## config.mk

```make
export PLATFORM = sky130hd
export DESIGN_NAME = exu_alu_cmp
export DESIGN_NICKNAME = d
export VERILOG_FILES = /design/src/rtl/exu_alu_cmp_pkg.sv /design/src/rtl/exu_arith.sv /design/src/rtl/exu_cond.sv /design/src/rtl/exu_alu_cmp.sv
export SDC_FILE = /design/constraint.sdc
export NUM_CORES = 1
export LEC_CHECK = 0
export BUFFER_PORTS_ARGS = -buffer_cell sky130_fd_sc_hd__clkbuf_2
export CORE_ASPECT_RATIO = 2
export CORE_MARGIN = 2
export CORE_UTILIZATION = 35
export DETAILED_ROUTE_END_ITERATION = 8
export GPL_TIMING_DRIVEN = 1
export PLACE_DENSITY_LB_ADDON = 0.3
export SKIP_LAST_GASP = 1
export SYNTH_ARGS = -nofsm -noshare
export SYNTH_HDL_FRONTEND = slang
export SYNTH_SLANG_ARGS = --single-unit
```

## constraint.sdc

```tcl
create_clock -name vclk -period 4.4
set_input_delay 0.44 -clock vclk [all_inputs]
set_output_delay 0.44 -clock vclk [all_outputs]
set_load 0.05 [all_outputs]
```

## src/rtl/exu_alu_cmp_pkg.sv

```systemverilog
package exu_alu_cmp_pkg;
  typedef enum logic [1:0] {
    MODE_ALU_REG = 2'b00,
    MODE_ALU_IMM = 2'b01,
    MODE_CMP     = 2'b10,
    MODE_BRANCH  = 2'b11
  } exu_mode_e;

  localparam logic [3:0] OP_ADD  = 4'b0000;
  localparam logic [3:0] OP_SUB  = 4'b0001;
  localparam logic [3:0] OP_AND  = 4'b0100;
  localparam logic [3:0] OP_OR   = 4'b0101;
  localparam logic [3:0] OP_XOR  = 4'b0110;
  localparam logic [3:0] OP_NAND = 4'b1100;
  localparam logic [3:0] OP_NOR  = 4'b1101;
  localparam logic [3:0] OP_XNOR = 4'b1110;
  localparam logic [3:0] OP_MVHI = 4'b1011;

  // condition code fields: [3] invert, [2] compare against zero, [1:0] relation
  typedef enum logic [1:0] {
    REL_NONE = 2'b00,
    REL_EQ   = 2'b01,
    REL_LT   = 2'b10,
    REL_LE   = 2'b11
  } exu_rel_e;
endpackage

```

## src/rtl/exu_arith.sv

```systemverilog
module exu_arith
  import exu_alu_cmp_pkg::*;
#(
  parameter int DATA_W = 32
) (
  input  logic [DATA_W-1:0] a_i,
  input  logic [DATA_W-1:0] b_i,
  input  logic [3:0]        code_i,
  input  logic              imm_mode_i,
  output logic [DATA_W-1:0] res_o,
  output logic              bad_o
);
  localparam int HALF_W = DATA_W / 2;

  logic [DATA_W-1:0] sum, diff, logic_raw, mvhi;

  assign sum  = a_i + b_i;
  assign diff = a_i - b_i;
  assign mvhi = {b_i[HALF_W-1:0], {(DATA_W-HALF_W){1'b0}}};

  // base logic function on code[1:0]; code[3] inverts it
  always_comb begin
    case (code_i[1:0])
      2'b00:   logic_raw = a_i & b_i;
      2'b01:   logic_raw = a_i | b_i;
      2'b10:   logic_raw = a_i ^ b_i;
      default: logic_raw = '0;
    endcase
  end

  always_comb begin
    res_o = '0;
    bad_o = 1'b0;
    case (code_i)
      OP_ADD:  res_o = sum;
      OP_SUB:  res_o = diff;
      OP_AND, OP_OR, OP_XOR:   res_o = logic_raw;
      OP_NAND, OP_NOR, OP_XNOR: res_o = ~logic_raw;
      OP_MVHI: begin
        if (imm_mode_i) res_o = mvhi;
        else            bad_o = 1'b1;
      end
      default: bad_o = 1'b1;
    endcase
  end
endmodule

```

## src/rtl/exu_cond.sv

```systemverilog
module exu_cond
  import exu_alu_cmp_pkg::*;
#(
  parameter int DATA_W = 32
) (
  input  logic [DATA_W-1:0] a_i,
  input  logic [DATA_W-1:0] b_i,
  input  logic [3:0]        code_i,
  output logic              hit_o,
  output logic              bad_o
);
  logic [DATA_W-1:0] rhs;
  logic              is_eq, is_lt, base;
  exu_rel_e          rel;

  assign rel   = exu_rel_e'(code_i[1:0]);
  assign rhs   = code_i[2] ? '0 : b_i;
  assign is_eq = (a_i == rhs);
  assign is_lt = ($signed(a_i) < $signed(rhs));

  always_comb begin
    case (rel)
      REL_EQ:  base = is_eq;
      REL_LT:  base = is_lt;
      REL_LE:  base = is_lt | is_eq;
      default: base = 1'b0;
    endcase
  end

  // relation "none" with the zero flag set has no meaning
  assign bad_o = (rel == REL_NONE) && code_i[2];
  assign hit_o = bad_o ? 1'b0 : (base ^ code_i[3]);
endmodule

```

## src/rtl/exu_alu_cmp.sv

```systemverilog
module exu_alu_cmp
  import exu_alu_cmp_pkg::*;
#(
  parameter int DATA_W = 32
) (
  input  logic [1:0]        mode_i,
  input  logic [3:0]        op_code_i,
  input  logic [DATA_W-1:0] src_a_i,
  input  logic [DATA_W-1:0] src_b_i,
  output logic [DATA_W-1:0] result_o,
  output logic              taken_o,
  output logic              illegal_o
);
  exu_mode_e         mode;
  logic [DATA_W-1:0] alu_res;
  logic              alu_bad, cond_hit, cond_bad;

  assign mode = exu_mode_e'(mode_i);

  exu_arith #(.DATA_W(DATA_W)) u_arith (
    .a_i        (src_a_i),
    .b_i        (src_b_i),
    .code_i     (op_code_i),
    .imm_mode_i (mode == MODE_ALU_IMM),
    .res_o      (alu_res),
    .bad_o      (alu_bad)
  );

  exu_cond #(.DATA_W(DATA_W)) u_cond (
    .a_i    (src_a_i),
    .b_i    (src_b_i),
    .code_i (op_code_i),
    .hit_o  (cond_hit),
    .bad_o  (cond_bad)
  );

  always_comb begin
    result_o  = '0;
    taken_o   = 1'b0;
    illegal_o = 1'b0;
    case (mode)
      MODE_ALU_REG, MODE_ALU_IMM: begin
        illegal_o = alu_bad;
        result_o  = alu_bad ? '0 : alu_res;
      end
      MODE_CMP: begin
        illegal_o = cond_bad;
        result_o  = {{(DATA_W-1){1'b0}}, cond_hit};
      end
      default: begin
        illegal_o = cond_bad;
        taken_o   = cond_hit;
      end
    endcase
  end
endmodule

```

==> impl_summary.txt <==
----------------------------------------------------
[Outcome]
  Run status ... finished with violations
  Violations in the final reports ... negative setup slack

[Drt]
  Wirelength, routed ... 21.9 mm
  Number of remaining DRC errors ... 0
  TritonRoute pass-1 iters ... 6
  Average vias per placed instance ... ~5.6
  Per-cell routed wire length ... 18.4 um
  Number of nets with antenna violations after detailed routing ... 0
  First DRT Iteration DRCs ... between 200 and 250
  Total via count after detailed routing ... 6611

[Cells and area]
  Number of non-filler instances in the completed layout ... between 1000 and 1500
  Sequential cells ... 0
  Fillers ... about 1600
  Count of nets after finishing ... around 1200
  Fraction of layout instances using a drive strength above 1 ... 35.0%
  Antenna Cells ... 0
  Post-layout instance area ... between 0.008 and 0.009 mm^2
  Sequential cell area in the final layout ... 0 um^2
  Clock buffer count in the final layout ... 0
  Share of the core filled with cells in the final layout ... 52.1%
  Area of the multi-input gates ... 0.00558 mm^2
  Area delta synth->final ... 47.0%

[Floorplan]
  Core region area ... 0.0157 mm^2
  Row count ... 65
  Total I/O pin count ... between 100 and 150
  Die X-Extent ... just over 90 um
  Die Height ... between 150 and 200 um
  Starting density of the core ... a little over a third
  Die area ... 0.0170 mm^2

[Place]
  Placed standard-cell area ... approximately 0.0076 mm^2
  Port Buffers ... 104
  Dpl hpwl ... ~18 mm
  Last weighted congestion value of the routability-driven placer ... 1.00
  Number of cells in the design after placement ... approximately 1200

[Synthesis]
  Largest cells by area after synthesis ... ha_1, xor2_1, xnor2_1, a21oi_1, nand2b_1
  Most repeated cell in the gate-level netlist after synthesis ... ha_1
  Count of mapped cells out of synthesis ... 772
  Syn. warnings ... 0
  Sequential area share after synthesis ... 0%
  Average cell area after synthesis ... a little over 7 um^2
  Post-synth net total ... ~970
  Most area-hungry cell type in the Yosys netlist ... ha_1
  Post-synthesis instance area ... about 0.0056 mm^2
  Number of unique standard cell types used by synthesis ... 64
  Top cells by instance count after synthesis ... ha_1, inv_1, a21oi_1, nor2_1, xor2_1
  Synth top area share ... around 29%

[Critical path]
  Kind of critical path ... in2out
  Type of element launching the critical path ... input pin
  Crit path cell chain ... buf_6 -> buf_6 -> nor3_2 -> buf_4 -> nand4_1 -> or3_4 -> o31ai_4 -> xnor2_1 -> ha_1 -> buf_4 -> buf_6 -> a21oi_4 -> o21ai_2 -> a31oi_4 -> o21ai_2 -> a21oi_1 -> buf_4 -> o21ai_1 -> a31oi_2 -> xor2_2 -> o22ai_4 -> clkbuf_8
  Peak fanout along the critical path ... 5
  Largest stage delay on the critical path ... just under 400 ps
  Data arrival at the endpoint of the critical path ... roughly 4000 ps
  Critical Path End Type ... output port
  Number of cells on the critical path ... 22
  Crit path buffers/inverters ... 7
  Critical Path RT ... ~4000 ps
  Critical Path Slowest Stage Cell ... or3_4
  Top cell family by delay on the critical path ... compound AO/OA/AOI/OAI gates

[Global route]
  Largest net degree at the start of global routing ... between 50 and 60
  Antenna violations before repair ... 0
  Global-route wire length before repair ... 33.9 mm
  Number of global-route vias before repair ... about 6700
  Residual overflow from global routing ... 0
  Total global routing track utilization ... approximately a quarter

[Power]
  P per Cell Area ... around 130 mW/mm^2
  VDD IR-drop max ... about 0.095 mV
  Total leakage power ... 3.94 nW

[Timing]
  Number of setup violations in the final report ... 3
  Final setup margin ... -29.7 ps
  Setup TNS ... -64.5 ps
  Final hold violations ... 0
  Final-layout worst hold slack ... approximately 1400 ps
  Final worst path period share ... 101%
  Worst Max-Slew Pin Slew ... around 970 ps
  Slew Limit Headroom ... a little over a third
  Number of max-slew violations in the final report ... 0
  RSZ-0062 raised after global routing ... true
  Maximum operating frequency ... 226 MHz
  Min Tclk post-route ... approximately 4400 ps

[Min path]
  Count of cells along the worst hold path ... 4
  Worst hold path class ... in2out

[Job]
  Number of max-cap violations ... 0

----------------------------------------------------
## final timing paths
| kind | startpoint | endpoint | slack (ps) |
|---|---|---|---|
| setup / recovery | src_b_i[0] | result_o[28] | -30 |
| hold / removal | mode_i[0] | taken_o | 1370 |
## power by group
part / internal, mW / total [mW] / switching, mW
clock network: 0 / 0 / 0
registers: 0 / 0 / 0
logic: 0.489 / 1.08 / 0.594
total: 0.489 / 1.08 / 0.594
## cells in the final DEF, fill, tap and decap left out, types with 5 or more instances in the layout
cell      instances
o21ai_2           9
o21ai_0          11
nand4_1          11
ha_1            124
a21o_1           16
nor2_2            7
xor2_1           45
nor2_4            5
o21a_1            5
nand2_1          34
nor2b_1          21
buf_6            13
a21oi_1          46
inv_1            55
buf_12           20
clkbuf_2         69
xnor2_1          41
a211oi_1         17
mux2i_1          19
o21ai_1           9
inv_2            15
nand3_1          13
o22ai_1          17
nand2b_1         38
a222oi_1          7
buf_8             7
a22oi_1          19
nor2_1           41
a21oi_2           7
a31oi_1           8
buf_4           143
## metal layers
layer  routed length (um)  global-route usage, %  vias up
met4                 1330                   13.1        0
met5                    0                      0        -
met2                12500                   52.4      198
met1                 7410                   23.7     3125
li1                     -                      -     3213
met3                  662                   1.07       75
## area by class of cell
cell class         instances  share of cell area [%]
multi-input cells        665                    68.2
repair buffers           253                    25.5
inverters                 71                    3.27
well taps                201                    3.07
## per-stage QoR
step / setup WS [ps] / power, mW
after CTS: -43.7 / 1.03
after floorplan: -99.9 / 0.601
after detailed placement: -330 / 0.997
after global placement: -341 / 0.988
after global routing: -220 / 1.18
final: -29.7 / 1.08
## cell families (layout without fill, tap and decap cells)
kind of cell | after synthesis | after routing | share of synthesized area, %
multiplexers | 19 | 19 | 3.42
XOR/XNOR | 88 | 88 | 14.0
AND/OR/NAND/NOR | 209 | 209 | 20.0
adder cells (fa/ha/maj) | 129 | 129 | 29.1
buffers and inverters | 107 | 324 | 7.26
AO/OA/AOI/OAI | 220 | 220 | 26.2
## timing repair
action | CTS | global route
gates resized for setup | 50 | 78
pin swaps | 12 | 37
setup buffers | 5 | 13
setup endpoints to repair | 16 | 17
hold buffers | 0 | 0
(Power assumes the default switching activity.)
